`config.mk`:
```
export PLATFORM = sky130hd
export DESIGN_NAME = vol_ramp_top
export DESIGN_NICKNAME = d
export VERILOG_FILES = /design/src/rtl/vol_ramp_pkg.sv /design/src/rtl/vol_ramp_ctrl.sv /design/src/rtl/vol_gain_mult.sv /design/src/rtl/vol_ramp_top.sv
export SDC_FILE = /design/constraint.sdc
export NUM_CORES = 1
export LEC_CHECK = 0
export BUFFER_PORTS_ARGS = -buffer_cell sky130_fd_sc_hd__buf_2
export CORE_UTILIZATION = 47
export DETAILED_ROUTE_END_ITERATION = 8
export GPL_TIMING_DRIVEN = 0
export PLACE_DENSITY = 0.63
export SYNTH_ARGS = -nofsm -noshare
export SYNTH_HDL_FRONTEND = slang
export SYNTH_SLANG_ARGS = --single-unit
```
`constraint.sdc`:
```
create_clock -name clk -period 15.29 [get_ports clk]
set_input_delay 1.529 -clock clk [delete_from_list [all_inputs] [get_ports clk]]
set_output_delay 1.529 -clock clk [all_outputs]
set_load 0.05 [all_outputs]
```
`src/rtl/vol_ramp_pkg.sv`:
```
package vol_ramp_pkg;

  localparam int MANT_W        = 17;  // Q1.15 mantissa, one spare bit
  localparam int STEPS_PER_OCT = 12;  // 0.5 dB steps per ~6 dB
  localparam int IDX_BIAS      = 4;   // aligns index 200 (0 dB) to an octave edge
  localparam int SHIFT_BASE    = 32;  // 15 mantissa bits + 17 octaves below unity

  // 2^(k/12) in Q15, rounded
  function automatic logic [MANT_W-1:0] mant_lut(input int unsigned k);
    case (k)
      0:       return 17'd32768;
      1:       return 17'd34716;
      2:       return 17'd36781;
      3:       return 17'd38968;
      4:       return 17'd41285;
      5:       return 17'd43740;
      6:       return 17'd46341;
      7:       return 17'd49097;
      8:       return 17'd52016;
      9:       return 17'd55109;
      10:      return 17'd58386;
      11:      return 17'd61858;
      default: return 17'd32768;
    endcase
  endfunction

  function automatic int unsigned oct_of(input int unsigned idx);
    return (idx + IDX_BIAS) / STEPS_PER_OCT;
  endfunction

  function automatic int unsigned frac_of(input int unsigned idx);
    return (idx + IDX_BIAS) % STEPS_PER_OCT;
  endfunction

endpackage

```
`src/rtl/vol_ramp_ctrl.sv`:
```
module vol_ramp_ctrl #(
  parameter int IDX_W        = 9,
  parameter int MAX_IDX      = 256,
  parameter int RATE_W       = 6,
  parameter int TICKS_PER_MS = 48,
  parameter int HALF_DB      = 5     // one level step in 0.1 dB units
) (
  input  logic             clk,
  input  logic             rst_n,
  input  logic             tick,
  input  logic             vol_we,
  input  logic [IDX_W-1:0] vol_idx,
  input  logic             rate_we,
  input  logic [RATE_W-1:0] rate_code,
  input  logic             mute_we,
  input  logic             mute_in,
  output logic [IDX_W-1:0] cur_idx,
  output logic             ramp_active
);

  localparam int ACC_W = RATE_W + 2;
  localparam int MS_W  = $clog2(TICKS_PER_MS);

  logic [IDX_W-1:0]  tgt_q, cur_q, eff_tgt;
  logic [RATE_W-1:0] rate_q;
  logic [ACC_W-1:0]  acc_q;
  logic [MS_W-1:0]   ms_q;
  logic              mute_q;

  // named events
  logic ms_wrap, can_step, step_up, step_dn;

  always_comb begin
    eff_tgt     = mute_q ? '0 : tgt_q;
    ramp_active = (cur_q != eff_tgt);
    ms_wrap     = tick && ramp_active && (ms_q == MS_W'(TICKS_PER_MS - 1));
    can_step    = tick && ramp_active && (acc_q >= ACC_W'(HALF_DB));
    step_up     = can_step && (cur_q < eff_tgt);
    step_dn     = can_step && (cur_q > eff_tgt);
  end

  always_ff @(posedge clk or negedge rst_n) begin
    if (!rst_n) begin
      tgt_q  <= '0;
      cur_q  <= '0;
      rate_q <= RATE_W'(1);
      mute_q <= 1'b0;
      acc_q  <= '0;
      ms_q   <= '0;
    end else begin
      if (vol_we)
        tgt_q <= (vol_idx > IDX_W'(MAX_IDX)) ? IDX_W'(MAX_IDX) : vol_idx;
      if (rate_we)
        rate_q <= (rate_code == '0) ? RATE_W'(1) : rate_code;
      if (mute_we)
        mute_q <= mute_in;

      if (!ramp_active) begin
        acc_q <= '0;
        ms_q  <= '0;
      end else if (tick) begin
        ms_q  <= ms_wrap ? '0 : ms_q + 1'b1;
        acc_q <= acc_q - (can_step ? ACC_W'(HALF_DB) : '0)
                       + (ms_wrap  ? ACC_W'(rate_q)  : '0);
      end

      if (step_up)      cur_q <= cur_q + 1'b1;
      else if (step_dn) cur_q <= cur_q - 1'b1;
    end
  end

  assign cur_idx = cur_q;

  p_single_step_r7: assert property (@(posedge clk) disable iff (!rst_n)
    (cur_q == $past(cur_q)) || (cur_q == $past(cur_q) + 1'b1) || (cur_q + 1'b1 == $past(cur_q)));

  p_hold_no_tick_r6: assert property (@(posedge clk) disable iff (!rst_n)
    !tick |=> $stable(cur_q));

  p_no_over_up_r7: assert property (@(posedge clk) disable iff (!rst_n)
    (cur_q < eff_tgt) |=> (cur_q <= $past(eff_tgt)));

  p_no_over_dn_r7: assert property (@(posedge clk) disable iff (!rst_n)
    (cur_q > eff_tgt) |=> (cur_q >= $past(eff_tgt)));

  p_idle_clear_r8: assert property (@(posedge clk) disable iff (!rst_n)
    !ramp_active |=> (acc_q == '0) && (ms_q == '0));

  p_rate_nonzero_r6: assert property (@(posedge clk) disable iff (!rst_n)
    rate_q != '0);

  p_mute_target_r9: assert property (@(posedge clk) disable iff (!rst_n)
    (mute_q && cur_q == '0) |=> (cur_q == '0) || !mute_q);

endmodule

```
`src/rtl/vol_gain_mult.sv`:
```
module vol_gain_mult
  import vol_ramp_pkg::*;
#(
  parameter int DATA_W = 24,
  parameter int IDX_W  = 9
) (
  input  logic                     clk,
  input  logic                     rst_n,
  input  logic                     in_valid,
  input  logic signed [DATA_W-1:0] in_sample,
  input  logic [IDX_W-1:0]         gain_idx,
  output logic                     out_valid,
  output logic signed [DATA_W-1:0] out_sample
);

  localparam int PROD_W = DATA_W + MANT_W + 1;
  localparam logic signed [PROD_W-1:0] PMAX =
    {{(PROD_W-DATA_W+1){1'b0}}, {(DATA_W-1){1'b1}}};
  localparam logic signed [PROD_W-1:0] PMIN = -PMAX - 1;

  function automatic logic signed [DATA_W-1:0] clip(input logic signed [PROD_W-1:0] v);
    if (v > PMAX)      return {1'b0, {(DATA_W-1){1'b1}}};
    else if (v < PMIN) return {1'b1, {(DATA_W-1){1'b0}}};
    else               return v[DATA_W-1:0];
  endfunction

  logic [MANT_W-1:0]        mant;
  logic [5:0]               shamt;
  logic signed [PROD_W-1:0] smp_ext, mant_ext, prod, shifted;
  logic signed [DATA_W-1:0] scaled;

  always_comb begin
    mant     = mant_lut(frac_of(32'(gain_idx)));
    shamt    = 6'(SHIFT_BASE - oct_of(32'(gain_idx)));
    smp_ext  = PROD_W'(in_sample);
    mant_ext = $signed({{(PROD_W-MANT_W){1'b0}}, mant});
    prod     = smp_ext * mant_ext;
    shifted  = prod >>> shamt;
    scaled   = (gain_idx == '0) ? '0 : clip(shifted);
  end

  always_ff @(posedge clk or negedge rst_n) begin
    if (!rst_n) begin
      out_valid  <= 1'b0;
      out_sample <= '0;
    end else begin
      out_valid <= in_valid;
      if (in_valid) out_sample <= scaled;
    end
  end

  p_mute_level_zero_r2: assert property (@(posedge clk) disable iff (!rst_n)
    (in_valid && gain_idx == '0) |=> (out_sample == '0));

  p_valid_follow_r5: assert property (@(posedge clk) disable iff (!rst_n)
    in_valid |=> out_valid);

  p_valid_drop_r5: assert property (@(posedge clk) disable iff (!rst_n)
    !in_valid |=> !out_valid);

endmodule

```
`src/rtl/vol_ramp_top.sv`:
```
module vol_ramp_top #(
  parameter int DATA_W       = 24,
  parameter int IDX_W        = 9,
  parameter int MAX_IDX      = 256,
  parameter int RATE_W       = 6,
  parameter int TICKS_PER_MS = 48
) (
  input  logic                     clk,
  input  logic                     rst_n,
  input  logic                     vol_we,
  input  logic [IDX_W-1:0]         vol_idx,
  input  logic                     rate_we,
  input  logic [RATE_W-1:0]        rate_code,
  input  logic                     mute_we,
  input  logic                     mute_in,
  input  logic                     in_valid,
  input  logic signed [DATA_W-1:0] in_sample,
  output logic                     out_valid,
  output logic signed [DATA_W-1:0] out_sample,
  output logic                     ramp_active
);

  logic [IDX_W-1:0] cur_idx;

  vol_ramp_ctrl #(
    .IDX_W(IDX_W), .MAX_IDX(MAX_IDX), .RATE_W(RATE_W),
    .TICKS_PER_MS(TICKS_PER_MS), .HALF_DB(5)
  ) u_ctrl (
    .clk(clk), .rst_n(rst_n), .tick(in_valid),
    .vol_we(vol_we), .vol_idx(vol_idx),
    .rate_we(rate_we), .rate_code(rate_code),
    .mute_we(mute_we), .mute_in(mute_in),
    .cur_idx(cur_idx), .ramp_active(ramp_active)
  );

  vol_gain_mult #(.DATA_W(DATA_W), .IDX_W(IDX_W)) u_mult (
    .clk(clk), .rst_n(rst_n), .in_valid(in_valid), .in_sample(in_sample),
    .gain_idx(cur_idx), .out_valid(out_valid), .out_sample(out_sample)
  );

  // activity flag falls only after the level actually moved or the target moved
  p_active_settle_r10: assert property (@(posedge clk) disable iff (!rst_n)
    (ramp_active && !vol_we && !mute_we && !in_valid) |=> ramp_active);

endmodule

```
==> summary by stage <==
CTS
No sink is reached through more buffers than the 2 on the longest clock path. TritonCTS built the clock tree. The master cell of the clock root buffer is sky130_fd_sc_hd__clkbuf_16.

The number of buffers added by the clock tree synthesis step is 9. The worst-skew pair later-pin latency is 330 ps. Clock-pin slew was measured on the worst setup and hold paths at 60 ps. The number of sinks driven by the clock tree is 64.

The H-tree depth is 3. The number of hold buffers added after CTS was 0.

Critical path
The arrival time reported for the critical path endpoint is about 15000 ps. Of all nets on the critical path, the largest fanout is 10. The worst setup path category is reg2reg. The startpoint of the lowest-slack register-to-register path is u_ctrl.cur_idx[2]$_DFFE_PN0P_.

Among all stages on the critical path, the largest delay is contributed by sky130_fd_sc_hd__fa_2. The startpoint type of the worst setup path is a flip-flop. The startpoint of the most critical setup path is u_ctrl.cur_idx[2]$_DFFE_PN0P_.

The critical path's most frequent cell is sky130_fd_sc_hd__fa_1. STA classifies the critical path endpoint as a flip-flop. The worst endpoint required time is 15510 ps. The maximum single-stage delay on the critical path is 770 ps.

Global routing
The first global-routing pass estimated 105000 µm of wire. The overall overflow remaining after global route is 0. The pin count of the biggest net entering global routing is 65. The number of antenna violations at the first check in global routing was 2. The via count of the first global-routing pass was 19200. The overall global routing resource usage is 0.285.

Layout
The most common library cell in the layout ignoring fill and taps is sky130_fd_sc_hd__inv_1. The post-layout utilization of the core is 0.514. Leaving out fill and tap cells, the most frequent cells in the layout are sky130_fd_sc_hd__inv_1 (443), sky130_fd_sc_hd__fa_1 (377), sky130_fd_sc_hd__nand2_1 (343).

Relative to the synthesized area, the layout overhead comes to 7.74%. In the final layout, the share of cells above drive strength 1 is 0.0875. The number of nets in the layout is 3157. The antenna diode count is 0. The number of cells in the finished layout apart from fillers is 3195. The fill cell total of the finished layout is 4375.

The post-route cell area is approximately 23000 µm².

Route
For this run, the detailed router's first-pass iteration total came to 7. The final wirelength is approximately 65000 µm. The routed via count is roughly 19000. In the routed design, unresolved DRC markers number 0.

The detailed router finished its first iteration with 1297 violations. The count of nets left with antenna violations once routing finished came out at 0. In the routed layout, each cell is associated on average with a via count of slightly below 6. In the final routed layout, each cell accounts on average for 20.3 µm.

Logic synthesis
Yosys mapped the design onto 90 distinct sky130hd cell types. Of the synthesized area, sequential elements account for 0.0740. The post-synthesis net count is 3070. The synthesized cell area is about 22000 µm².

Of all flip-flops after synthesis, the portion carrying an async set or reset was 1.00. By area the synthesized netlist is led by sky130_fd_sc_hd__fa_1 (35%), sky130_fd_sc_hd__ha_1 (8.2%), sky130_fd_sc_hd__inv_1 (7.7%), sky130_fd_sc_hd__dfrtp_1 (7.3%), sky130_fd_sc_hd__nand2_1 (5.9%). The average instance in the mapped netlist occupies 8.66 µm². The share of Yosys cell area claimed by the top area cell type is 0.350.

The most used flip-flop cell after synthesis is sky130_fd_sc_hd__dfrtp_1. Counting flops with a built-in enable in the synthesized netlist gives 0. Summed over all instances, the cell type with the most area after synthesis is sky130_fd_sc_hd__fa_1. The flop and latch count out of synthesis is 64. Synthesis produced 2503 cells. During synthesis, Yosys emitted a total of 0 warnings.

STA
The clock tree skew after final layout is around 9.4 ps. The post-layout minimum cycle time is 14490 ps. The number of pins exceeding their max-slew limit in the final report is 0. The tightest slew margin relative to the limit is 0.266. The slew at the pin closest to its max-slew limit is 1100 ps. Adding up every negative setup slack in the final design gives 0 ps. Timing would allow up to 0.0690 GHz. The number of failing hold endpoints at the final stage is 0.

The final setup violation count is 0. Dividing the final minimum period by the clock period gives 0.948.

Run
Max-cap violations in this run came to 0.

Floorplanning
Row generation in the floorplan step produced 78 rows. The die is 217 µm tall. The die area is 47000 µm².

The core area is about 45000 µm². The total I/O pin count is slightly above 70. The die is 217 µm wide.

The effective utilization at floorplan is 0.478.

Placed design
After detailed placement, the design holds a cell count of 3173. In this run the tool buffered the top-level ports with 69 buffer cells. Detailed placement ended at an HPWL of 53600 µm. The weighted congestion reported at the end of routability-driven placement is 0.957. In this run the cell area measured after placement is approximately 23000 µm².

Hold path
The tightest min-delay check is of the reg2reg type. The startpoint of the most critical hold path is u_mult.out_sample[16]$_DFFE_PN0P_.

Run status
The run finished with clean final reports.
==> synth_stat cells (all sizes together), types with 9 or more instances <==
cell	n
a21boi	10
and3	29
o311ai	17
ha	142
o31ai	10
fa	379
o21ai	95
nand3	41
nor2	120
o211ai	14
o221ai	13
clkbuf	100
nand2	343
nor3	20
nor2b	10
nand2b	39
xnor2	46
mux2	19
o21a	11
a21oi	87
nor4	9
a211oi	28
a31oi	13
buf	24
xor2	19
mux2i	49
mux4	28
nand4	10
a21o	26
dfrtp	63
and2	129
inv	445
nand3b	11
==> routing by layer <==
metal	vias up	global-route usage	wire length [µm]
li1	8283	-	-
met1	9525	0.390	27800
met2	648	0.470	30900
met3	109	0.0422	4310
met4	4	0.0810	1790
met5	-	0	27
==> kinds of logic (layout without fill, tap and decap cells) <==
kind of cell             Yosys count  in the layout  synth area share
AO/OA/AOI/OAI                    406            406             0.131
XOR/XNOR                          65             65            0.0266
adder cells (fa/ha/maj)          521            521             0.432
buffers and inverters            570            662             0.102
flip-flops                        64             64            0.0740
multiplexers                      96             96            0.0620
AND/OR/NAND/NOR                  781            781             0.172
==> critical path, delay by kind of cell (launching register included) <==
family / cells / cell delay, ps
flops: 1 / 490
mux: 2 / 710
simple gates: 11 / 2960
buf+inv: 9 / 1610
xor+xnor: 3 / 670
compound gates: 13 / 3680
fa+ha+maj: 9 / 4220
==> what timing repair did <==
| item | 4_1_cts | 5_1_grt |
|---|---|---|
| buffers inserted | 0 | 6 |
| resized for setup | 10 | 44 |
| pin swaps | 0 | 6 |
| endpoints found under the setup margin | 23 | 23 |
| endpoints found under the hold margin | 0 | 0 |
==> final cells by class <==
| type | count | area, µm² | share of cell area |
|---|---|---|---|
| clock inverters | 4 | 76.3 | 0.00327 |
| clock buffers | 12 | 256 | 0.0110 |
| inverters | 446 | 1670 | 0.0717 |
| multi-input cells | 1869 | 18000 | 0.771 |
| plain buffers | 124 | 566 | 0.0242 |
| well taps | 600 | 751 | 0.0322 |
| flip-flops and latches | 64 | 1600 | 0.0687 |
| repair buffers | 76 | 425 | 0.0182 |
==> through the flow <==
stage,hold slack (ps),setup WS [ps]
floorplan,478,2690
global placement,491,-559
detailed placement,495,-655
CTS,511,38.3
global route,531,-13.6
finish,510,801
==> sequential cells by signal (all words and copies together), names as in the netlist <==
| name | cells |
|---|---|
| u_mult.out_valid | 1 |
| u_ctrl.mute_q | 1 |
| u_ctrl.tgt_q | 9 |
| u_ctrl.ms_q | 6 |
| u_mult.out_sample | 24 |
| u_ctrl.cur_idx | 9 |
| u_ctrl.rate_q | 6 |
| u_ctrl.acc_q | 8 |
==> final timing paths <==
path	cells after the start	end	slack (ps)
max	47	u_mult.out_sample[6]$_DFFE_PN0P_	800
min	2	u_mult.out_sample[16]$_DFFE_PN0P_	510
max reg2reg	47	u_mult.out_sample[6]$_DFFE_PN0P_	800
min reg2reg	2	u_mult.out_sample[16]$_DFFE_PN0P_	510
max in group asynchronous	1	u_ctrl.cur_idx[3]$_DFFE_PN0P_	13420
min in group asynchronous	1	u_ctrl.acc_q[5]$_DFFE_PN0P_	1300
Power is left out: the tool's default activity adds up to more than one toggle a clock period on the data nets, which glitch-free logic cannot reach.
